### src/rtl/ppi_pkg.sv
package ppi_pkg;
  localparam int DW = 8;
  localparam int IW = $clog2(DW);
  localparam logic [DW-1:0] CW_RESET = 8'h9B;

  typedef enum logic [1:0] {
    SEL_PA  = 2'b00,
    SEL_PB  = 2'b01,
    SEL_PC  = 2'b10,
    SEL_CTL = 2'b11
  } sel_e;

  typedef struct packed {
    logic pa_in;
    logic pcu_in;
    logic pb_in;
    logic pcl_in;
  } dir_t;
endpackage

### src/rtl/ppi_bus_dec.sv
module ppi_bus_dec
  import ppi_pkg::*;
(
  input  logic       cs_ni,
  input  logic       rd_ni,
  input  logic       wr_ni,
  input  logic [1:0] addr_i,
  output logic       rd_act_o,
  output logic       wr_act_o,
  output logic [3:0] sel_o
);
  assign rd_act_o = !cs_ni && !rd_ni;
  assign wr_act_o = !cs_ni && !wr_ni;

  for (genvar i = 0; i < 4; i++) begin : g_sel
    assign sel_o[i] = (addr_i == 2'(i));
  end
endmodule

### src/rtl/ppi_ctrl_reg.sv
module ppi_ctrl_reg
  import ppi_pkg::*;
(
  input  logic          clk_i,
  input  logic          rst_ni,
  input  logic          we_i,
  input  logic [DW-1:0] wdata_i,
  output logic [DW-1:0] cw_o,
  output dir_t          dir_o,
  output logic          mode_set_o,
  output logic          bit_we_o,
  output logic [IW-1:0] bit_idx_o,
  output logic          bit_val_o
);
  logic [DW-1:0] cw_q;

  assign mode_set_o = we_i && wdata_i[7];
  assign bit_we_o   = we_i && !wdata_i[7];
  assign bit_idx_o  = wdata_i[3:1];
  assign bit_val_o  = wdata_i[0];

  always_ff @(posedge clk_i or negedge rst_ni) begin
    if (!rst_ni)         cw_q <= CW_RESET;
    else if (mode_set_o) cw_q <= wdata_i;
  end

  assign cw_o  = {1'b1, cw_q[6:0]};
  assign dir_o = '{pa_in: cw_q[4], pcu_in: cw_q[3], pb_in: cw_q[1], pcl_in: cw_q[0]};
endmodule

### src/rtl/ppi_port_latch.sv
module ppi_port_latch #(
  parameter int W  = 8,
  parameter int XW = $clog2(W)
) (
  input  logic          clk_i,
  input  logic          rst_ni,
  input  logic          clr_i,
  input  logic          we_i,
  input  logic [W-1:0]  wdata_i,
  input  logic          bit_we_i,
  input  logic [XW-1:0] bit_idx_i,
  input  logic          bit_val_i,
  output logic [W-1:0]  q_o
);
  logic [W-1:0] q;

  always_ff @(posedge clk_i or negedge rst_ni) begin
    if (!rst_ni)       q <= '0;
    else if (clr_i)    q <= '0;
    else if (we_i)     q <= wdata_i;
    else if (bit_we_i) q[bit_idx_i] <= bit_val_i;
  end

  assign q_o = q;
endmodule

### src/rtl/ppi_ctrl.sv
module ppi_ctrl
  import ppi_pkg::*;
(
  input  logic         clk_i,
  input  logic         rst_ni,
  input  logic         cs_ni,
  input  logic         rd_ni,
  input  logic         wr_ni,
  input  logic [1:0]   addr_i,
  input  logic [7:0]   data_i,
  output logic [7:0]   data_o,
  output logic         data_oe_o,
  input  logic [7:0]   pa_i,
  output logic [7:0]   pa_o,
  output logic         pa_oe_o,
  input  logic [7:0]   pb_i,
  output logic [7:0]   pb_o,
  output logic         pb_oe_o,
  input  logic [7:0]   pc_i,
  output logic [7:0]   pc_o,
  output logic [7:0]   pc_oe_o
);
  localparam int NH = DW / 2;

  logic          rd_act, wr_act;
  logic [3:0]    sel;
  logic [DW-1:0] cw;
  dir_t          dir;
  logic          mode_set, bit_we, bit_val;
  logic [IW-1:0] bit_idx;
  logic [DW-1:0] la, lb, lc, pc_rd;
  logic [1:0]    pc_nib_in;

  ppi_bus_dec u_dec (
    .cs_ni(cs_ni), .rd_ni(rd_ni), .wr_ni(wr_ni), .addr_i(addr_i),
    .rd_act_o(rd_act), .wr_act_o(wr_act), .sel_o(sel)
  );

  ppi_ctrl_reg u_ctl (
    .clk_i(clk_i), .rst_ni(rst_ni),
    .we_i(wr_act && sel[SEL_CTL]), .wdata_i(data_i),
    .cw_o(cw), .dir_o(dir), .mode_set_o(mode_set),
    .bit_we_o(bit_we), .bit_idx_o(bit_idx), .bit_val_o(bit_val)
  );

  ppi_port_latch #(.W(DW)) u_pa (
    .clk_i(clk_i), .rst_ni(rst_ni), .clr_i(mode_set),
    .we_i(wr_act && sel[SEL_PA]), .wdata_i(data_i),
    .bit_we_i(1'b0), .bit_idx_i('0), .bit_val_i(1'b0), .q_o(la)
  );

  ppi_port_latch #(.W(DW)) u_pb (
    .clk_i(clk_i), .rst_ni(rst_ni), .clr_i(mode_set),
    .we_i(wr_act && sel[SEL_PB]), .wdata_i(data_i),
    .bit_we_i(1'b0), .bit_idx_i('0), .bit_val_i(1'b0), .q_o(lb)
  );

  ppi_port_latch #(.W(DW)) u_pc (
    .clk_i(clk_i), .rst_ni(rst_ni), .clr_i(mode_set),
    .we_i(wr_act && sel[SEL_PC]), .wdata_i(data_i),
    .bit_we_i(bit_we), .bit_idx_i(bit_idx), .bit_val_i(bit_val), .q_o(lc)
  );

  // nibble 0 = group B (lower), nibble 1 = group A (upper)
  assign pc_nib_in = {dir.pcu_in, dir.pcl_in};
  for (genvar n = 0; n < 2; n++) begin : g_pc_nib
    assign pc_oe_o[n*NH +: NH] = {NH{!pc_nib_in[n]}};
    assign pc_rd[n*NH +: NH]   = pc_nib_in[n] ? pc_i[n*NH +: NH] : lc[n*NH +: NH];
  end

  assign pa_o    = la;
  assign pb_o    = lb;
  assign pc_o    = lc;
  assign pa_oe_o = !dir.pa_in;
  assign pb_oe_o = !dir.pb_in;

  always_comb begin
    unique case (addr_i)
      SEL_PA:  data_o = dir.pa_in ? pa_i : la;
      SEL_PB:  data_o = dir.pb_in ? pb_i : lb;
      SEL_PC:  data_o = pc_rd;
      default: data_o = cw;
    endcase
  end

  assign data_oe_o = rd_act;
endmodule

### config.mk
export PLATFORM = sky130hd
export DESIGN_NAME = ppi_ctrl
export DESIGN_NICKNAME = d
export VERILOG_FILES = /design/src/rtl/ppi_pkg.sv /design/src/rtl/ppi_bus_dec.sv /design/src/rtl/ppi_ctrl_reg.sv /design/src/rtl/ppi_port_latch.sv /design/src/rtl/ppi_ctrl.sv
export SDC_FILE = /design/constraint.sdc
export NUM_CORES = 1
export LEC_CHECK = 0
export ABC_CLOCK_PERIOD_IN_PS = 3250
export BUFFER_PORTS_ARGS = -buffer_cell sky130_fd_sc_hd__buf_2
export CAP_MARGIN = 20
export CORE_UTILIZATION = 45
export DETAILED_ROUTE_END_ITERATION = 10
export PLACE_DENSITY = 0.75
export SLEW_MARGIN = 20
export SYNTH_ARGS = -nofsm -noshare
export SYNTH_HDL_FRONTEND = slang
export SYNTH_SLANG_ARGS = --single-unit
### constraint.sdc
create_clock -name clk_i -period 3.25 [get_ports clk_i]
set_clock_uncertainty 0.05 [all_clocks]
set_input_delay 0 -clock clk_i [delete_from_list [all_inputs] [get_ports clk_i]]
set_output_delay 0 -clock clk_i [all_outputs]
set_load 0.02 [all_outputs]
* Word level (Yosys, flattened, before mapping)
Cells that the tools add are included.
** Storage, ports and cells
- Flip-flop bits (word level) :: 31
- Output and inout port bits :: 43
** Cells by class
- Magnitude comparators :: 2
- Equal/unequal tests :: 3
- Muxes and demuxes :: 15
- Reduce and logical (&&, ||, !) cells :: 21
** Operators with widths (count)
- 8-bit 2-to-1 mux :: 9
- 8-bit case mux with 3 select lines :: 1
- 1-bit logical AND :: 9
- 8-bit bitwise mux :: 1
- 1-bit zero test :: 8
- 4-bit 2-to-1 mux :: 2
- 2-bit equality test, second input constant :: 2
- 3-bit by 4-bit less-than comparator with 1-bit output, second input constant :: 1
- 2-bit nonzero test :: 2
- 1-bit demux with 3-bit select :: 1
- 3-bit by 1-bit >= comparator with 1-bit output, second input constant :: 1
- 3-bit nonzero test :: 1
- 2-bit by 1-bit equality test with 1-bit output, second input constant :: 1
- 2-bit zero test :: 1
- 1-bit 2-to-1 mux :: 1

* Depth between registers and ports, before layout
Gate-level depths: netlist of run 1.
- Depth after elaboration :: 8
- Mapped depth :: 6

* Cells and area by module
Synthesis of run 1 repeated with hierarchy kept, for this count alone.
** Unflattened totals
- Cell total of the unflattened synthesis :: 257
- Area total of the unflattened synthesis :: 2556.2 µm²
** By module, submodules not included
- ppi_port_latch :: instances 3, cells an instance 51, area an instance 500.5 µm², seq. area each 200.2 µm²
- ppi_ctrl :: instances 1, cells an instance 71, area an instance 671.9 µm², seq. area each 0.0 µm²
- ppi_ctrl_reg :: instances 1, cells an instance 27, area an instance 349.1 µm², seq. area each 180.2 µm²
- ppi_bus_dec :: instances 1, cells an instance 6, area an instance 33.8 µm², seq. area each 0.0 µm²

* Worst setup path before layout of run 1
OpenSTA, ideal clock, no wires.
- Kind :: reg-to-output
- Start point :: register u_ctl.cw_q[0]
- End point :: output data_o[2]
- Arrival time :: 1.578 ns
- Path slack :: 1.622 ns
- Stages on the path, launching flop included :: 4
- Path buffers :: 1
- Cell sequence :: dfstp_2 > clkbuf_1 > mux2_2 > mux4_2
** Between the ends
- Longest elaborated chain between the ends :: 2
** RTL lines
- from (decl) :: RTL line ppi_ctrl_reg.sv:15 : logic [DW-1:0] cw_q;
- from (signal assigned) :: RTL line ppi_ctrl_reg.sv:24 : else if (mode_set_o) cw_q <= wdata_i;
- 4-bit 2-to-1 mux :: RTL line ppi_ctrl.sv:68 : assign pc_rd[n*NH +: NH] = pc_nib_in[n] ? pc_i[n*NH +: NH] : lc[n*NH +: NH];
- 8-bit case mux with 3 select lines :: RTL line ppi_ctrl.sv:78 : unique case (addr_i)
- to (decl) :: RTL line ppi_ctrl.sv:11 : output logic [7:0] data_o,
No other way between the ends.

* Final worst setup path of run 1
- Start point :: register u_ctl.cw_q[1]
- End point :: output data_o[2]
** Between the ends
- Longest elaborated chain between the ends :: 2
** RTL lines
- 8-bit 2-to-1 mux :: RTL line ppi_ctrl.sv:80 : SEL_PB: data_o = dir.pb_in ? pb_i : lb;
- 8-bit case mux with 3 select lines :: RTL line ppi_ctrl.sv:78
No other way between the ends.

==> results of run 1 <==
[layer usage]
layer | vias up | track usage
met5 | - | 0
met4 | 0 | 0.0933
met3 | 10 | 0.0349
li1 | 860 | -
met2 | 78 | 0.375
met1 | 882 | 0.302
[Yosys cell counts (2+ instances only)]
cell type                   count  area, sq um
sky130_fd_sc_hd__a31o_2         2         17.5
sky130_fd_sc_hd__nor2_1        18         67.6
sky130_fd_sc_hd__o21a_1         2         15.0
sky130_fd_sc_hd__and3b_1        2         17.5
sky130_fd_sc_hd__nand2_1        4         15.0
sky130_fd_sc_hd__or3b_2         2         17.5
sky130_fd_sc_hd__nor3b_1        4         30.0
sky130_fd_sc_hd__a21oi_1        7         35.0
sky130_fd_sc_hd__a2bb2oi_1      2         17.5
sky130_fd_sc_hd__clkbuf_1       4         15.0
sky130_fd_sc_hd__mux4_2         5          113
sky130_fd_sc_hd__nor4b_1        2         17.5
sky130_fd_sc_hd__dfstp_2        4          105
sky130_fd_sc_hd__o31ai_1        2         15.0
sky130_fd_sc_hd__inv_1          9         33.8
sky130_fd_sc_hd__mux2i_1       23          230
sky130_fd_sc_hd__o21ai_0       11         55.1
sky130_fd_sc_hd__buf_6          2         22.5
sky130_fd_sc_hd__buf_2          6         30.0
sky130_fd_sc_hd__buf_4          9         67.6
sky130_fd_sc_hd__mux2_2        23          259
sky130_fd_sc_hd__dfrtp_1       27          676
[through the flow]
step	power (mW)	setup slack (ps)	utilization	instances
floorplan	0.965	1620	-	193
global placement	1.13	1520	0.553	307
detailed placement	1.14	1500	0.553	307
CTS	1.54	1190	0.594	321
global route	1.61	1140	0.594	321
finish	1.53	1190	0.594	321
[placed cells by master (no fill, tap or decap), types with 2 or more instances in the layout]
master	count
sky130_fd_sc_hd__buf_4	3
sky130_fd_sc_hd__dfstp_2	4
sky130_fd_sc_hd__nor3b_1	4
sky130_fd_sc_hd__mux2i_1	23
sky130_fd_sc_hd__mux2_2	23
sky130_fd_sc_hd__nor2_1	18
sky130_fd_sc_hd__dfrtp_1	27
sky130_fd_sc_hd__a21oi_1	7
sky130_fd_sc_hd__mux4_2	5
sky130_fd_sc_hd__a31o_2	2
sky130_fd_sc_hd__or3b_2	2
sky130_fd_sc_hd__o21a_1	2
sky130_fd_sc_hd__and3b_1	2
sky130_fd_sc_hd__o21ai_0	11
sky130_fd_sc_hd__a2bb2oi_1	2
sky130_fd_sc_hd__buf_2	81
sky130_fd_sc_hd__nand2_1	4
sky130_fd_sc_hd__clkbuf_8	6
sky130_fd_sc_hd__o31ai_1	2
sky130_fd_sc_hd__dlygate4sd3_1	6
sky130_fd_sc_hd__inv_1	9
[worst max-delay path by stage]
stage,from,endpoint,slack (ps),depth (start not counted)
after floorplan,u_ctl.cw_q[0]$_DFFE_PN1P_,data_o[2],1620,3
final,u_ctl.cw_q[1]$_DFFE_PN1P_,data_o[2],1190,3
after detailed placement,addr_i[0],u_ctl.cw_q[2]$_DFFE_PN0P_,1500,5
after CTS,u_ctl.cw_q[4]$_DFFE_PN1P_,data_o[2],1190,3
after global placement,addr_i[0],u_ctl.cw_q[2]$_DFFE_PN0P_,1520,5
after global routing,u_ctl.cw_q[4]$_DFFE_PN1P_,data_o[2],1140,3
[sequential cells by signal, summed over array words and instances, names as in the netlist]
signal      cells
u_ctl.cw_q      7
u_pb.q_o        8
u_pc.q_o        8
u_pa.q_o        8
[tightest hold or removal path: cells and delay by family]
family / cells / cell delay (ps)
buffers and inverters: 2 / 310
multiplexers: 1 / 70
[power by group]
group / switching, mW / leakage [nW] / internal, mW / total [mW]
combinational: 0.308 / 0.790 / 0.259 / 0.568
sequential: 0.0936 / 0.376 / 0.475 / 0.569
clock: 0.147 / 0.0612 / 0.248 / 0.395
[final cells by class]
class	count	area, sq um	share of cell area
clock inverter	2	35.0	0.0135
multi-input combinational	130	1110	0.428
clock buffer	6	82.6	0.0317
tap	52	65.1	0.0250
sequential	31	781	0.300
timing repair buffer	90	488	0.187
inverter	10	37.5	0.0144
[timing repair]
action,CTS,global route
hold endpoints to repair,40,0
endpoints found under the setup margin,0,0
hold buffers,6,0
gates resized for setup,0,0
[logic make-up (layout without fill, tap and decap cells)]
kind of cell    count (synthesis)  count (layout)
mux                            52              52
compound gates                 37              37
buf+inv                        32             108
simple gates                   41              41
flops                          31              31
==> results by group, run 1 <==
Cells and area
  – Fillcell total: 392
  – Layout overhead on the synthesized area: 26.4%
  – NumNets Final: 307
  – Post-Layout Inst Area: about 2600 sq um
  – Total inserted antenna cells: 0
  – Ratio of cells with drive above 1 in the final layout: 0.491

Synth
  – Portion of the post-synthesis area used by sequential elements: 0.379
  – Synth Flop Type: sky130_fd_sc_hd__dfrtp_1
  – Post-synthesis adder-cell area fraction: 0
  – Main combinational cell family by area after synthesis: multiplexers
  – Count of unique library cells instantiated by Yosys: 45
  – Count of mapped cells out of synthesis: 193
  – Syn avg cell area: 10.7 sq um
  – Area share of and/or/nand/nor cells after synthesis: 0.117
  – Xor and xnor fraction of the mapped netlist area: 0
  – YS warnings: 0
  – Count of flip-flops with a built-in enable after synthesis: 0
  – Mux share of post-synthesis cell area: 0.298
  – Fraction of the mapped netlist area in compound gates: 0.120
  – Async SR Flop Fraction: 1.00
  – Net count of the mapped netlist: around 230
  – Number of synthesized register bits: 31
  – Post-synth design cell area: 2060 sq um

Route
  – Final antenna-violating net count: 0
  – Metal1 wirelength: approximately 2.3 mm
  – WL met3: 302 um
  – Routed length per instance: 16.7 um
  – Met2 layer wire length in the routed design: 2.61 mm
  – Top Layer Used: met4
  – Number of iterations in the first detailed-routing pass: 4
  – Number of violations reported at the end of detailed-routing iteration 0: just under 100
  – Total number of vias: 1,830
  – DRC violation count after routing: 0
  – Mean number of vias per cell: 5.70
  – DRT Wirelength: approximately 5.3 mm

Floorplanning
  – Num ports: 82
  – Cell Rows: 24
  – Starting density of the core: 0.470
  – Area enclosed by the die boundary: 4850 sq um
  – Core area: between 4000 and 5000 sq um
  – Die Ht: 69.7 um
  – Chip Width: between 60 and 70 um

Timing
  – Final worst hold slack: 54.2 ps
  – RSZ-0062 raised after global routing: no
  – Final Slew Violations: 0
  – Shortest period the worst path allows: 2060 ps
  – Final setup violation count: 0
  – Slew at the pin closest to its max-slew limit: 734 ps
  – Number of endpoints with negative hold slack in the final report: 0
  – Worst slew slack as a fraction of its limit: 0.509
  – Portion of the clock cycle consumed by the worst path in the final layout: 0.632
  – Setup total negative slack: 0 ps
  – FMAX: 487 MHz

Clocking
  – Total CTS buffers: 5
  – Depth of the CTS H-tree: 2
  – Clock tree from TritonCTS: done
  – Sink count of the clock tree: 31
  – Number of buffers on the longest clock path: 2
  – Reg clk slew, reported paths: 60 ps
  – Clock Tree Root: sky130_fd_sc_hd__clkbuf_8
  – Clock insertion delay at the later pin of the skew report: 280 ps
  – Postcts setup bufs: 0

Global route
  – Number of global-route vias before repair: roughly 1,700
  – Total grt overflow: 0
  – Antenna violations before repair: 0
  – First-pass GRT wire length: between 8 and 9 mm
  – Maximum number of pins on one net before global-route repair: 32
  – Global routing usage summed across all routing layers: 0.228

Worst setup path
  – Source of the worst register-to-register timing path: u_ctl.cw_q[1]$_DFFE_PN1P_
  – Cell with the biggest individual delay on the critical path: sky130_fd_sc_hd__dfstp_2
  – Kind of end point of the critical path: primary output
  – Depth of the worst register-to-register path: 1
  – Reg-to-reg slack, setup: 2240 ps
  – Maximum fanout count along the critical path: 11
  – Critical path's top delay family: multiplexers
  – Data arrival at the endpoint of the critical path: approximately 2000 ps
  – Worst reg2reg endpoint: u_ctl.cw_q[1]$_DFFE_PN1P_
  – Ordered cell list for the critical path: mux2_2 > mux4_2 > buf_2
  – Maximum single-stage delay on the critical path: 700 ps
  – Category of the critical setup timing path: reg2out
  – Startpoint kind of the worst setup timing path: register
  – Buf/Inv on CP: 1
  – Required arrival time at the worst endpoint: around 3200 ps

Power and ir drop
  – Leakage power figure: 1.23 nW
  – PD cells: 588 nW/um^2
  – Max IR drop VDD: between 0.0003 and 0.0004 V

Status
  – Result of the run: finished clean

Placed design
  – Final weighted congestion in routability-driven placement: roughly 0.80
  – Placement Cell Area: ~2400 sq um
  – Sum of net half-perimeters after detailed placement: 3.70 mm
  – Number of buffer cells added on primary ports: 81

Worst hold path
  – Worst hold path type: in2reg
  – Hold-critical path endpoint: u_ctl.cw_q[3]$_DFFE_PN1P_
  – Number of cells traversed by the worst hold path: 3
  – Worst hold path startpoint: data_i[3]

Flow run
  – Number of violations of the max-capacitance limit: 0
(Power assumes the default switching activity.)
==> run 2: changes to the inputs <==
--- a/config.mk
+++ b/config.mk
@@ -5,7 +5,8 @@
 export SDC_FILE = /design/constraint.sdc
 export NUM_CORES = 1
 export LEC_CHECK = 0
-export ABC_CLOCK_PERIOD_IN_PS = 3250
+export ABC_AREA = 1
+export ABC_CLOCK_PERIOD_IN_PS = 1900
 export BUFFER_PORTS_ARGS = -buffer_cell sky130_fd_sc_hd__buf_2
 export CAP_MARGIN = 20
 export CORE_UTILIZATION = 45
==> constraint.sdc (replaced) <==
create_clock -name clk_i -period 1.9 [get_ports clk_i]
set_clock_uncertainty 0.05 [all_clocks]
set_input_delay 0 -clock clk_i [delete_from_list [all_inputs] [get_ports clk_i]]
set_output_delay 0 -clock clk_i [all_outputs]
set_load 0.02 [all_outputs]
==> results by group, run 2 <==
Synth
  – Synth Flop Type: sky130_fd_sc_hd__dfrtp_1
  – Cell types with the highest counts after synthesis: sky130_fd_sc_hd__nand2_1, sky130_fd_sc_hd__nor2_1, sky130_fd_sc_hd__nand3_1
  – Count of flip-flops with a built-in enable after synthesis: 0
  – Async SR Flop Fraction: 1.00
  – Proportion of netlist area held by the largest area contributor: 0.331
  – Post-synthesis adder-cell area fraction: 0
  – Count of unique library cells instantiated by Yosys: 28
  – Portion of the post-synthesis area used by sequential elements: 0.383
  – Area share of and/or/nand/nor cells after synthesis: 0.334
  – Mux share of post-synthesis cell area: 0
  – Most used standard cell by instance count after synthesis: sky130_fd_sc_hd__nand2_1
  – Count of mapped cells out of synthesis: 294
  – YS warnings: 0
  – Fraction of the mapped netlist area in compound gates: 0.171
  – Xor and xnor fraction of the mapped netlist area: 0
  – Main combinational cell family by area after synthesis: simple AND/OR/NAND/NOR gates
  – Net count of the mapped netlist: 333
  – Library cell with the largest summed area after synthesis: sky130_fd_sc_hd__dfrtp_1
  – Post-synth design cell area: 2040 sq um
  – Syn avg cell area: 6.94 sq um
  – Top cells by area, synth: sky130_fd_sc_hd__dfrtp_1, sky130_fd_sc_hd__nand2_1, sky130_fd_sc_hd__nor2_1, sky130_fd_sc_hd__nand3_1, sky130_fd_sc_hd__o21ai_0
  – Number of synthesized register bits: 31

Route
  – Mean number of vias per cell: 5.23
  – DRT Wirelength: about 5.7 mm
  – Final antenna-violating net count: 0
  – DRC violation count after routing: 0
  – Number of iterations in the first detailed-routing pass: 5
  – Total number of vias: approximately 2,200
  – Number of violations reported at the end of detailed-routing iteration 0: about 160
  – Routed length per instance: 13.5 um

Timing
  – Worst slew slack as a fraction of its limit: 0.532
  – Final setup violation count: 0
  – Number of endpoints with negative hold slack in the final report: 0
  – RSZ-0062 raised after global routing: yes
  – Portion of the clock cycle consumed by the worst path in the final layout: 0.947
  – Final Slew Violations: 0
  – Shortest period the worst path allows: 1800 ps
  – Slew at the pin closest to its max-slew limit: 703 ps
  – Post-route setup slack: 101 ps
  – FMAX: 556 MHz

Cells and area
  – Commonest non-fill, non-tap cells in the layout: sky130_fd_sc_hd__nand2_1, sky130_fd_sc_hd__buf_2, sky130_fd_sc_hd__nor2_1
  – Post-Layout Inst Area: 2560 sq um
  – Ratio of cells with drive above 1 in the final layout: 0.287
  – Fillcell total: 415
  – Total inserted antenna cells: 0
  – Area taken by flip-flops and latches: 781 sq um
  – Count of placed standard cells in the final layout, fillers left out: between 400 and 500
  – Layout overhead on the synthesized area: 25.3%
  – Area occupied by multi-input gates: ~1000 sq um
  – NumNets Final: 411

Power and ir drop
  – Leakage power figure: 1.38 nW
  – Internal power contribution: 1.50 mW
  – Switching power: around 910 uW
  – Switching part of the total: 0.378
  – Sequential power share: 0.372
  – Max IR drop VDD: 0.000392 V
  – PD cells: around 940 nW/um^2
  – Gate power share: 0.347
  – Part of the power in the clock network: 0.281

Worst setup path
  – Required arrival time at the worst endpoint: 1850 ps
  – Maximum single-stage delay on the critical path: 680 ps
  – Cell with the biggest individual delay on the critical path: sky130_fd_sc_hd__dfstp_2
  – Startpoint kind of the worst setup timing path: register
  – Category of the critical setup timing path: reg2out
  – Buf/Inv on CP: 2
  – Ordered cell list for the critical path: clkinvlp_4 > o211ai_1 > nand2_1 > o21bai_1 > buf_2
  – Maximum fanout count along the critical path: 11
  – Data arrival at the endpoint of the critical path: around 1800 ps
  – Kind of end point of the critical path: primary output
  – Critical path's top delay family: flip-flops

Placed design
  – Number of buffer cells added on primary ports: 81
  – Sum of net half-perimeters after detailed placement: 4.22 mm
  – Final weighted congestion in routability-driven placement: 0.842
  – Placement Cell Area: around 2400 sq um
  – Pre-CTS setup slack: roughly 370 ps
  – Placed cell count: 412

Floorplanning
  – Core area: 4350 sq um
  – Area enclosed by the die boundary: 4810 sq um
  – Cell Rows: 24
  – Num ports: 82
  – Starting density of the core: 0.468
  – Die Ht: 69.3 um
  – Chip Width: 69.3 um

Global route
  – Total grt overflow: 0
  – Global routing usage summed across all routing layers: 0.239
  – Maximum number of pins on one net before global-route repair: 39
  – Antenna violations before repair: 0
  – Number of global-route vias before repair: a little under 2,000
  – First-pass GRT wire length: 9.20 mm

Clocking
  – Reg clk slew, reported paths: 70 ps
  – Depth of the CTS H-tree: 2
  – Total CTS buffers: 5
  – Clock Tree Root: sky130_fd_sc_hd__clkbuf_8
  – Postcts setup bufs: 0
  – Clock tree from TritonCTS: done
  – Sink count of the clock tree: 31
  – Clock insertion delay at the later pin of the skew report: between 200 and 300 ps
  – Number of buffers on the longest clock path: 2

Status
  – Result of the run: finished clean

Worst hold path
  – Worst hold path type: in2reg

Flow run
  – Number of violations of the max-capacitance limit: 0
-- run 2: changes by cell type in the layout (fill, tap and decap cells not counted), sizes merged, moves of 17 or more --
cell | before | now
mux2 | 24 | 0
mux2i | 23 | 0
inv | 10 | 27
o21ai | 11 | 42
nand2 | 4 | 86
nor2 | 18 | 42
nand3 | 1 | 31
-- run 2: cell families (layout without fill, tap and decap cells) --
kind of cell           count (synthesis)  count (layout)
DFF                                   31              31
buffers and inverters                 43             122
AOI/OAI and AO/OA                     61              61
and+or+nand+nor                      159             159
-- run 2: final cells by class --
cell class              instances  area share
repair inverters                1     0.00294
repair buffers                 85       0.174
clock inverters                 2      0.0137
multi-input cells             220       0.402
well taps                      52      0.0255
inverters                      28      0.0436
flip-flops and latches         31       0.305
clock buffers                   6      0.0323
-- run 2: per-stage QoR --
step	TNS, ps	hold WS (ps)	power [mW]	utilization
floorplan	0	-346	1.46	-
finish	0	11.7	2.41	0.587
detailed placement	0	34.7	1.73	0.548
global route	-42.8	35.8	2.55	0.587
global placement	0	45.2	1.72	0.548
CTS	0	13.7	2.41	0.584
-- run 2: worst min-delay path, cell delays in order --
cell                      delay, ps
sky130_fd_sc_hd__buf_2          140
sky130_fd_sc_hd__inv_1          120
sky130_fd_sc_hd__o21ai_1         80
-- run 2: repair_timing --
action,4_1_cts,5_1_grt
hold buffers,4,0
setup endpoints to repair,0,5
gates resized for setup,0,2
hold endpoints to repair,32,0
-- run 2: worst paths after layout --
check | cells past startpoint | slack, ps | to | from
min in group asynchronous | 2 | 250 | u_pc.q_o[6]$_DFFE_PN0P_ | rst_ni
worst max-delay path | 5 | 100 | data_o[1] | u_ctl.cw_q[4]$_DFFE_PN1P_
worst max register to register | 2 | 920 | u_ctl.cw_q[4]$_DFFE_PN1P_ | u_ctl.cw_q[4]$_DFFE_PN1P_
max in group asynchronous | 2 | 1100 | u_pc.q_o[3]$_DFFE_PN0P_ | rst_ni
worst min-delay path | 3 | 10 | u_ctl.cw_q[3]$_DFFE_PN1P_ | data_i[3]
worst min register to register | 2 | 440 | u_ctl.cw_q[5]$_DFFE_PN0P_ | u_ctl.cw_q[5]$_DFFE_PN0P_
-- run 2: power groups by stage --
stage	Sequential (mW)	Combinational (mW)	Clock (mW)
after global routing	0.913	0.923	0.717
after global placement	0.901	0.822	0
after floorplan	0.985	0.477	0
after CTS	0.891	0.834	0.680
final	0.897	0.837	0.679
after detailed placement	0.901	0.824	0
-- run 2: routing by layer --
metal  GRT usage  vias up  part of all wire
li1            -     1117                 -
met1       0.343      986              0.46
met2       0.374      113              0.45
met3      0.0392        5             0.091
met4      0.0612        0            0.0070
met5           0        -                 0
==> run 3: changes to the inputs <==
--- a/config.mk
+++ b/config.mk
@@ -6,13 +6,14 @@
 export NUM_CORES = 1
 export LEC_CHECK = 0
 export ABC_AREA = 1
-export ABC_CLOCK_PERIOD_IN_PS = 1900
-export BUFFER_PORTS_ARGS = -buffer_cell sky130_fd_sc_hd__buf_2
+export ABC_CLOCK_PERIOD_IN_PS = 2150
+export BUFFER_PORTS_ARGS = -buffer_cell sky130_fd_sc_hd__buf_4
 export CAP_MARGIN = 20
 export CORE_UTILIZATION = 45
 export DETAILED_ROUTE_END_ITERATION = 10
-export PLACE_DENSITY = 0.75
+export PLACE_DENSITY = 0.71
 export SLEW_MARGIN = 20
 export SYNTH_ARGS = -nofsm -noshare
 export SYNTH_HDL_FRONTEND = slang
+export SYNTH_HIERARCHICAL = 1
 export SYNTH_SLANG_ARGS = --single-unit
==> constraint.sdc (replaced) <==
create_clock -name clk_i -period 2.15 [get_ports clk_i]
set_clock_uncertainty 0.05 [all_clocks]
set_input_delay 0 -clock clk_i [delete_from_list [all_inputs] [get_ports clk_i]]
set_output_delay 0 -clock clk_i [all_outputs]
set_load 0.02 [all_outputs]
==> results by group, run 3 <==
Synth
  – YS warnings: 6
  – Number of synthesized register bits: 31
  – Count of mapped cells out of synthesis: 479
  – Syn avg cell area: 6.07 sq um
  – Count of unique library cells instantiated by Yosys: 19
  – Synth Flop Type: sky130_fd_sc_hd__dfrtp_1
  – Proportion of netlist area held by the largest area contributor: 0.251
  – Most used standard cell by instance count after synthesis: sky130_fd_sc_hd__nand2_1
  – Library cell with the largest summed area after synthesis: sky130_fd_sc_hd__nand2_1
  – Count of flip-flops with a built-in enable after synthesis: 0
  – Top cells by area, synth: sky130_fd_sc_hd__nand2_1, sky130_fd_sc_hd__dfrtp_1, sky130_fd_sc_hd__nand3_1, sky130_fd_sc_hd__inv_1, sky130_fd_sc_hd__buf_4
  – Portion of the post-synthesis area used by sequential elements: 0.269
  – Async SR Flop Fraction: 1.00
  – Cell types with the highest counts after synthesis: sky130_fd_sc_hd__nand2_1, sky130_fd_sc_hd__nand3_1, sky130_fd_sc_hd__inv_1
  – Post-synth design cell area: 2910 sq um

Worst setup path
  – Startpoint kind of the worst setup timing path: register
  – Category of the critical setup timing path: reg2out
  – Critical path's top delay family: flip-flops
  – Buf/Inv on CP: 2
  – Ordered cell list for the critical path: inv_2 > nand2_1 > nand3_1 > nand4_1 > buf_4
  – Required arrival time at the worst endpoint: 2100 ps
  – Cell with the biggest individual delay on the critical path: sky130_fd_sc_hd__dfstp_2
  – Data arrival at the endpoint of the critical path: roughly 1500 ps
  – Maximum fanout count along the critical path: 11
  – Maximum single-stage delay on the critical path: 640 ps
  – Kind of end point of the critical path: primary output

Timing
  – RSZ-0062 raised after global routing: no
  – Shortest period the worst path allows: 1580 ps
  – Final Slew Violations: 0
  – Portion of the clock cycle consumed by the worst path in the final layout: 0.737
  – Worst slew slack as a fraction of its limit: 0.661
  – Slew at the pin closest to its max-slew limit: 506 ps
  – Number of endpoints with negative hold slack in the final report: 0
  – Final setup violation count: 0
  – Setup total negative slack: 0 ps
  – FMAX: 631 MHz

Cells and area
  – Layout overhead on the synthesized area: 27.3%
  – Commonest non-fill, non-tap cell in the layout: sky130_fd_sc_hd__nand2_1
  – NumNets Final: 616
  – Ratio of cells with drive above 1 in the final layout: 0.234
  – Commonest non-fill, non-tap cells in the layout: sky130_fd_sc_hd__nand2_1, sky130_fd_sc_hd__nand3_1, sky130_fd_sc_hd__buf_4
  – Total inserted antenna cells: 0

Floorplanning
  – Cell Rows: 28
  – Chip Width: 82.4 um
  – Die Ht: 82.4 um
  – Num ports: 82
  – Core area: ~6100 sq um
  – Starting density of the core: 0.479
  – Area enclosed by the die boundary: 6780 sq um

Route
  – Number of iterations in the first detailed-routing pass: 5
  – Mean number of vias per cell: 4.93
  – DRT Wirelength: 8.38 mm
  – Routed length per instance: 12.8 um
  – Final antenna-violating net count: 0
  – DRC violation count after routing: 0
  – Number of violations reported at the end of detailed-routing iteration 0: ~180
  – Total number of vias: 3,222

Global route
  – Global routing usage summed across all routing layers: 0.264
  – Antenna violations before repair: 0
  – Maximum number of pins on one net before global-route repair: 32
  – First-pass GRT wire length: 13.3 mm
  – Total grt overflow: 0
  – Number of global-route vias before repair: 2,786

Placed design
  – Number of buffer cells added on primary ports: 81
  – Sum of net half-perimeters after detailed placement: 6.37 mm
  – Final weighted congestion in routability-driven placement: 0.857

Clocking
  – Number of gates given a new drive strength after cts: 0
  – Reg clk slew, reported paths: 60 ps
  – Clock insertion delay at the later pin of the skew report: approximately 280 ps
  – Clock Tree Root: sky130_fd_sc_hd__clkbuf_8
  – Depth of the CTS H-tree: 2
  – Total CTS buffers: 5
  – Number of buffers on the longest clock path: 2
  – Sink count of the clock tree: 31
  – Clock tree from TritonCTS: done

Power and ir drop
  – Leakage power figure: 2.16 nW
  – Max IR drop VDD: 0.000334 V
  – PD cells: between 500 and 600 nW/um^2
  – Tot Pwr: 2.08 mW

Flow run
  – Number of violations of the max-capacitance limit: 0

Worst hold path
  – Worst hold path type: in2reg

Status
  – Result of the run: finished clean
run 3: changes by cell type in the layout (fill, tap and decap cells not counted), moves of 33 or more:
cell | previous run | this run
sky130_fd_sc_hd__nand3_1 | 29 | 100
sky130_fd_sc_hd__nand2_1 | 81 | 194
sky130_fd_sc_hd__nor2_1 | 40 | 6
sky130_fd_sc_hd__buf_4 | 0 | 81
sky130_fd_sc_hd__conb_1 | 0 | 33
sky130_fd_sc_hd__buf_2 | 81 | 0
run 3: routing by layer:
layer | wire [um] | global-route usage
met1 | 3830 | 0.355
met2 | 3960 | 0.438
met3 | 481 | 0.0429
met4 | 106 | 0.0632
met5 | 0 | 0
run 3: final timing paths:
kind | startpoint | end | slack [ps] | cells after the start
worst max-delay path | u_ctl/cw_q[4]$_DFFE_PN1P_ | data_o[3] | 570 | 5
max in group asynchronous | rst_ni | u_ctl/cw_q[3]$_DFFE_PN1P_ | 1570 | 2
worst min register to register | u_ctl/cw_q[2]$_DFFE_PN0P_ | u_ctl/cw_q[2]$_DFFE_PN0P_ | 430 | 2
worst max register to register | u_ctl/cw_q[1]$_DFFE_PN1P_ | u_ctl/cw_q[1]$_DFFE_PN1P_ | 1250 | 2
min in group asynchronous | rst_ni | u_pb/q_o[7]$_DFFE_PN0P_ | 150 | 2
worst min-delay path | data_i[2] | u_ctl/cw_q[2]$_DFFE_PN0P_ | 30 | 3
run 3: final cells by class:
| cell class | count | area [sq um] |
|---|---|---|
| clock buffers | 8 | 100 |
| fillers | 569 | 2360 |
| inverters | 69 | 300 |
| multi-input cells | 379 | 1720 |
| flip-flops and latches | 31 | 781 |
| well taps | 75 | 93.8 |
| repair buffers | 91 | 708 |
run 3: report_power, final:
part           switching [mW]  internal [mW]  total (mW)
clock                   0.219          0.292       0.511
sequential             0.0887          0.664       0.752
combinational           0.492          0.320       0.813
run 3: kinds of logic after synthesis:
group | count (synthesis) | share of synthesized area
simple gates | 337 | 0.530
buf+inv | 100 | 0.180
compound gates | 9 | 0.0181
flops | 31 | 0.269
other cells | 2 | 0.00258
run 3: what timing repair did:
item / CTS / global route
endpoints found under the hold margin: 37 / 0
hold buffers: 10 / 0
setup buffers: 0 / 0
run 3: worst min-delay path: stages:
cell and delay (ps):
sky130_fd_sc_hd__buf_4 170, sky130_fd_sc_hd__nand3_1 100, sky130_fd_sc_hd__nand2_1 50
run 3: through the flow:
stage	cell area (sq um)	hold slack, ps	setup WS, ps	utilization	std cells
global placement	3500	-81.4	493	0.577	635
global route	3700	39.0	461	0.610	653
finish	3700	27.9	566	0.610	653
floorplan	3020	-346	854	-	510
CTS	3700	21.2	580	0.610	653
detailed placement	3500	-80.0	430	0.577	635
